$ cat config.mk
export PLATFORM = sky130hd
export DESIGN_NAME = sect_loader
export DESIGN_NICKNAME = d
export VERILOG_FILES = /design/src/rtl/ldr_pkg.sv /design/src/rtl/ldr_parse.sv /design/src/rtl/ldr_pack.sv /design/src/rtl/sect_loader.sv
export SDC_FILE = /design/constraint.sdc
export NUM_CORES = 1
export LEC_CHECK = 0
export BUFFER_PORTS_ARGS = -buffer_cell sky130_fd_sc_hd__buf_4
export CORE_AREA = 5 5 237 239
export CTS_CLUSTER_DIAMETER = 50
export DETAILED_ROUTE_END_ITERATION = 7
export DIE_AREA = 0 0 242 244
export REMOVE_ABC_BUFFERS = 1
export SLEW_MARGIN = 40
export SYNTH_ARGS = -nofsm -noshare
export SYNTH_HDL_FRONTEND = slang
export SYNTH_SLANG_ARGS = --single-unit
$ cat constraint.sdc
create_clock -name clk -period 3.09 [get_ports clk]
set_input_delay 0.618 -clock clk [delete_from_list [all_inputs] [get_ports clk]]
set_output_delay 0.618 -clock clk [all_outputs]
set_load 0.01 [all_outputs]
$ cat src/rtl/ldr_pkg.sv
`timescale 1ns/1ps
package ldr_pkg;
  typedef enum logic [1:0] {
    ST_CNT  = 2'd0,
    ST_DEST = 2'd1,
    ST_BODY = 2'd2,
    ST_END  = 2'd3
  } ldr_state_t;
endpackage

$ cat src/rtl/ldr_parse.sv
`timescale 1ns/1ps
module ldr_parse
  import ldr_pkg::*;
#(
  parameter int HDR_W = 32
) (
  input  logic             clk,
  input  logic             rst_n,
  input  logic             in_valid,
  input  logic [7:0]       in_data,
  input  logic             stall,
  output logic             in_ready,
  output logic             pay_fire,
  output logic [HDR_W-1:0] pay_addr,
  output logic             pay_last,
  output logic             end_seen,
  output logic [HDR_W-1:0] entry,
  output logic             err
);
  localparam int FB = HDR_W / 8;
  localparam int IW = (FB > 1) ? $clog2(FB) : 1;

  ldr_state_t       state;
  logic [IW-1:0]    idx;
  logic [HDR_W-9:0] sh;
  logic [HDR_W-1:0] field, len_q, rem, cur, base_q, entry_q;
  logic             seen, err_q, fire;

  assign in_ready = (state != ST_END) && !stall;
  assign fire     = in_valid && in_ready;
  assign field    = {sh, in_data};
  assign pay_fire = fire && (state == ST_BODY);
  assign pay_addr = cur;
  assign pay_last = (rem == HDR_W'(1));
  assign end_seen = (state == ST_END);
  assign entry    = entry_q;
  assign err      = err_q;

  always_ff @(posedge clk or negedge rst_n) begin
    if (!rst_n) begin
      state   <= ST_CNT;
      idx     <= '0;
      sh      <= '0;
      len_q   <= '0;
      rem     <= '0;
      cur     <= '0;
      base_q  <= '0;
      entry_q <= '0;
      seen    <= 1'b0;
      err_q   <= 1'b0;
    end else if (fire) begin
      unique case (state)
        ST_CNT, ST_DEST: begin
          sh <= {sh[HDR_W-17:0], in_data};
          if (idx == IW'(FB - 1)) begin
            idx <= '0;
            if (state == ST_CNT) begin
              if (field == '0) begin
                state   <= ST_END;
                entry_q <= seen ? base_q : '0;
                err_q   <= !seen;
              end else begin
                len_q <= field;
                state <= ST_DEST;
              end
            end else begin
              cur    <= field;
              base_q <= field;
              seen   <= 1'b1;
              rem    <= len_q;
              state  <= ST_BODY;
            end
          end else begin
            idx <= idx + IW'(1);
          end
        end
        ST_BODY: begin
          cur <= cur + HDR_W'(1);
          rem <= rem - HDR_W'(1);
          if (pay_last) state <= ST_CNT;
        end
        default: state <= ST_END;
      endcase
    end
  end

  a_r4_end_sticky: assert property (@(posedge clk) disable iff (!rst_n)
    (state == ST_END) |=> (state == ST_END));
  a_r3_body_has_bytes: assert property (@(posedge clk) disable iff (!rst_n)
    (state == ST_BODY) |-> (rem != '0));
endmodule

$ cat src/rtl/ldr_pack.sv
`timescale 1ns/1ps
module ldr_pack #(
  parameter int HDR_W  = 32,
  parameter int WORD_W = 32
) (
  input  logic              clk,
  input  logic              rst_n,
  input  logic              pay_fire,
  input  logic [7:0]        pay_byte,
  input  logic [HDR_W-1:0]  pay_addr,
  input  logic              pay_last,
  input  logic              wr_ready,
  output logic              wr_valid,
  output logic [HDR_W-1:0]  wr_addr,
  output logic [WORD_W-1:0] wr_data,
  output logic [WORD_W/8-1:0] wr_be,
  output logic              stall
);
  localparam int LANES = WORD_W / 8;
  localparam int LW    = $clog2(LANES);

  logic [WORD_W-1:0] acc_d, nxt_d;
  logic [LANES-1:0]  acc_be, nxt_be;
  logic [LW-1:0]     lane;
  logic              emit;

  assign lane = pay_addr[LW-1:0];
  assign emit = pay_fire && ((lane == LW'(LANES - 1)) || pay_last);
  assign stall = wr_valid && !wr_ready;

  for (genvar g = 0; g < LANES; g++) begin : g_lane
    logic hit;
    assign hit = (lane == LW'(g));
    assign nxt_d[(LANES-1-g)*8 +: 8] = hit ? pay_byte : acc_d[(LANES-1-g)*8 +: 8];
    assign nxt_be[LANES-1-g]         = hit | acc_be[LANES-1-g];
  end

  always_ff @(posedge clk or negedge rst_n) begin
    if (!rst_n) begin
      acc_d    <= '0;
      acc_be   <= '0;
      wr_valid <= 1'b0;
      wr_addr  <= '0;
      wr_data  <= '0;
      wr_be    <= '0;
    end else begin
      if (emit) begin
        wr_valid <= 1'b1;
        wr_addr  <= {pay_addr[HDR_W-1:LW], {LW{1'b0}}};
        wr_data  <= nxt_d;
        wr_be    <= nxt_be;
        acc_d    <= '0;
        acc_be   <= '0;
      end else begin
        if (wr_ready) wr_valid <= 1'b0;
        if (pay_fire) begin
          acc_d  <= nxt_d;
          acc_be <= nxt_be;
        end
      end
    end
  end

  a_r7_hold_word: assert property (@(posedge clk) disable iff (!rst_n)
    (wr_valid && !wr_ready) |=> (wr_valid && $stable(wr_addr) && $stable(wr_data) && $stable(wr_be)));
  a_r3_lanes_enabled: assert property (@(posedge clk) disable iff (!rst_n)
    wr_valid |-> (wr_be != '0));
endmodule

$ cat src/rtl/sect_loader.sv
`timescale 1ns/1ps
module sect_loader #(
  parameter int HDR_W  = 32,
  parameter int WORD_W = 32
) (
  input  logic                clk,
  input  logic                rst_n,
  input  logic                in_valid,
  output logic                in_ready,
  input  logic [7:0]          in_data,
  output logic                wr_valid,
  input  logic                wr_ready,
  output logic [HDR_W-1:0]    wr_addr,
  output logic [WORD_W-1:0]   wr_data,
  output logic [WORD_W/8-1:0] wr_be,
  output logic                done,
  output logic [HDR_W-1:0]    entry,
  output logic                err
);
  logic             stall, pay_fire, pay_last, end_seen;
  logic [HDR_W-1:0] pay_addr;

  ldr_parse #(.HDR_W(HDR_W)) u_parse (
    .clk(clk), .rst_n(rst_n), .in_valid(in_valid), .in_data(in_data),
    .stall(stall), .in_ready(in_ready), .pay_fire(pay_fire),
    .pay_addr(pay_addr), .pay_last(pay_last), .end_seen(end_seen),
    .entry(entry), .err(err)
  );

  ldr_pack #(.HDR_W(HDR_W), .WORD_W(WORD_W)) u_pack (
    .clk(clk), .rst_n(rst_n), .pay_fire(pay_fire), .pay_byte(in_data),
    .pay_addr(pay_addr), .pay_last(pay_last), .wr_ready(wr_ready),
    .wr_valid(wr_valid), .wr_addr(wr_addr), .wr_data(wr_data),
    .wr_be(wr_be), .stall(stall)
  );

  assign done = end_seen && !wr_valid;

  a_r7_stall_blocks_input: assert property (@(posedge clk) disable iff (!rst_n)
    (wr_valid && !wr_ready) |-> !in_ready);
  a_r5_done_drained: assert property (@(posedge clk) disable iff (!rst_n)
    done |-> (!wr_valid && !in_ready));
  a_r6_err_zero_entry: assert property (@(posedge clk) disable iff (!rst_n)
    err |-> (entry == '0));
endmodule

==> results.json <==
{
  "slew_headroom": 0.503,
  "worst_slack_ps": 323,
  "vias": 10400,
  "yosysSeqAreaShare": 0.529,
  "pwr_density_cell_nw_per_um2": 480,
  "drive_above_1_share": 0.297,
  "status": "completed",
  "dp_slack_ps": 446,
  "area.growth.synth_to_final_pct": 21.2,
  "cts.path.max_buffers": 3,
  "synth_cell_types": 64,
  "rsz0062_at_grt": "no",
  "io_buffers": 113,
  "hold_ws_ps": 7.17,
  "place_congestion": 0.874,
  "rows": 85,
  "synth_flop_cell": "dfrtp_1",
  "synth-edff-count": 0,
  "die_area_sq_um": 59000,
  "yosysTopAreaCellShare": 0.529,
  "worstSkewPairLatency_ps": 530,
  "synth_xor_area_frac": 0,
  "crit_path_end_kind": "register",
  "synthMuxAreaShare": 0.178,
  "worstHoldPathType": "input port to asynchronous set/reset pin",
  "cts_buffers": 34,
  "synth_fa_ha_area_frac": 0.0108,
  "viasPerCell": 5.01,
  "synth_largest_area_cell": "dfrtp_1",
  "start_util": 0.259,
  "ys_async_sr_fraction": 1.00,
  "max-cap-violations": 0,
  "grt_antenna_before_repair": 0,
  "synthTopCellsByArea": "dfrtp_1, mux2_2, mux2i_1, a21oi_1, nand2_1",
  "dieWidth_um": 242,
  "wl_per_cell_um": 18.8,
  "clk_pin_slew_worst_paths_ps": 60,
  "htreeDepth": 2,
  "netlist_area_sq_um": 13900,
  "worstPathArrival_ps": 3220,
  "place_area_sq_um": 15600,
  "layout.nets": 1368,
  "cts_tree": "yes",
  "setup_violations": 0,
  "yosys_warnings": 0,
  "diodes": 0,
  "synth_top_family_by_area": "multiplexers",
  "cts_setup_buffers": 0,
  "synthSimpleGateAreaFrac": 0.136,
  "grt_pass1_wl_um": 62000,
  "critical_path.startpoint_type": "register",
  "fmax_ghz": 0.361,
  "grt_pass1_vias": 10500,
  "pin_count": 116,
  "core_area_sq_um": 53600,
  "drt_iter0_markers": 816,
  "worst_ir_drop_vdd_mv": 0.377,
  "worstMarginPinSlew_ps": 745,
  "post-dp-hpwl_um": 26500,
  "root_buffer": "clkbuf_16",
  "cts.sinks": 293,
  "leakage_nw": 7.67,
  "synth-compound-area-share": 0.100,
  "hold_viol_final": 0,
  "finalCriticalPeriod_ps": 2770,
  "drc": 0,
  "antenna_left": 0,
  "min_period_over_period": 0.895,
  "grt_overflow": 0,
  "drt_pre_antenna_iters": 5,
  "die_h_um": 244,
  "numPlacedInstances": 2003,
  "avgSynthCellArea_sq_um": 11.1,
  "skew_ps": 29.9,
  "final-max-slew-violation-count": 0,
  "netlist_instances": 1244,
  "yosys_register_bits": 293,
  "finalInstanceArea_sq_um": 16800,
  "grt_max_degree": 95,
  "ctsHoldBuffers": 0,
  "path_max_fanout": 9,
  "worstSetupPathType": "register to register",
  "wirelength_um": 38900,
  "track_usage": 0.129,
  "ctsResizeCount": 0,
  "worstPathRequired_ps": 3540,
  "finalNonFillerCells": 2065
}
path summary, 6_finish.rpt:
path	from	end	slack, ps	depth (start not counted)
setup / recovery	u_parse.rem[23]	u_pack.wr_data[1]	320	5
hold / removal	rst_n	u_pack.wr_data[11]	7	1
setup reg to reg	u_parse.rem[23]	u_pack.wr_data[1]	320	5
hold reg to reg	u_pack.wr_data[29]	u_pack.wr_data[29]	500	1
max in group asynchronous	rst_n	u_pack.wr_addr[23]	2110	3
min in group clk	in_data[1]	u_pack.acc_d[25]	440	3
flip-flops by register name (all words and copies together), names as in the netlist:
| name | cells |
|---|---|
| u_parse.rem | 32 |
| u_parse.entry | 32 |
| u_parse.seen | 1 |
| u_parse.sh | 24 |
| u_parse.state | 2 |
| u_pack.wr_valid | 1 |
| u_parse.base_q | 32 |
| u_pack.acc_be | 4 |
| u_pack.wr_be | 4 |
| u_parse.pay_addr | 32 |
| u_pack.wr_data | 32 |
| u_parse.idx | 2 |
| u_pack.wr_addr | 30 |
| u_parse.len_q | 32 |
| u_parse.err | 1 |
| u_pack.acc_d | 32 |
cell usage after synthesis, types with 4 or more instances:
cell / n
dfrtp_1: 293
mux2_2: 159
nand2_1: 85
a21oi_1: 71
mux2i_1: 60
clkbuf_1: 59
inv_1: 59
nand3_1: 53
nor2_1: 47
o22ai_1: 46
nand4_1: 35
nor3_1: 25
o21ai_0: 24
nor4_1: 21
buf_2: 17
nand2b_1: 17
or4_1: 14
and3_1: 13
buf_1: 13
a221o_1: 12
ha_1: 12
and4_1: 8
o32ai_2: 8
and2_1: 7
mux2_1: 7
a31oi_1: 6
o31ai_1: 5
or3_1: 5
buf_4: 4
nor4b_1: 4
report_power, final:
group / switching [W] / total [W] / internal (W)
registers: 0 / 0.00384 / 0.00384
logic: 0.000115 / 0.000147 / 0.0000315
clock network: 0.00166 / 0.00409 / 0.00243
total: 0.00178 / 0.00807 / 0.00629
routing by layer:
metal / wire length (um) / share of wire / GRT usage / up-vias
met3: 2030 / 0.052 / 0.0249 / 48
met4: 858 / 0.022 / 0.0305 / 0
met1: 17300 / 0.44 / 0.174 / 5289
met2: 18700 / 0.48 / 0.215 / 278
li1: - / - / - / 4736
met5: 0 / 0 / 0 / -
through the flow:
| stage | util | TNS (ps) | total power (W) |
|---|---|---|---|
| after floorplan | - | -247140 | 0.00392 |
| after global placement | 0.292 | 0 | 0.00405 |
| after detailed placement | 0.292 | 0 | 0.00406 |
| after CTS | 0.313 | 0 | 0.00818 |
| after global routing | 0.314 | 0 | 0.00836 |
| final | 0.314 | 0 | 0.00807 |
critical path, stage by stage (launching register included):
cell     delay (ps)
dfrtp_1         420
nor4_1          600
nand2_1         320
or4_1           870
o32ai_2         320
a221o_1         160
cell usage in the layout, fill, tap and decap left out, types with 4 or more instances in the layout:
cell type  count
clkbuf_1       4
nand4_1       35
mux2_1         7
or3_1          5
buf_12         7
inv_6          5
a21oi_1       71
and4_1         7
o32ai_2        8
clkbuf_16     34
clkbuf_8       5
ha_1          11
nor3_1        24
mux2_2       159
a221o_1       12
clkinv_2       5
nor4_1        21
nand2_1       85
inv_1         59
nor4b_1        4
a31oi_1        6
buf_4        150
mux2i_1       60
nor2_1        45
o21ai_0       24
dfrtp_1      292
o22ai_1       46
o31ai_1        5
nand2b_1      17
and3_1        13
nand3_1       53
and2_1         7
or4_1         14
cell type report:
cell class / instances / area, sq um
Fill cell: 5457 / 36800
Clock inverter: 18 / 206
Clock buffer: 43 / 935
Tap cell: 696 / 871
Sequential cell: 293 / 7330
Timing Repair Buffer: 159 / 1310
Inverter: 59 / 221
Multi-Input combinational cell: 797 / 5930
logic make-up (layout without fill, tap and decap cells):
logic type	Yosys count	after routing
buffers and inverters	155	279
adder cells (fa/ha/maj)	12	12
other	1	2
multiplexers	226	226
AND/OR/NAND/NOR	350	350
AO/OA/AOI/OAI	207	207
flip-flops	293	293
No activity file was read; power rests on OpenSTA's default activity.
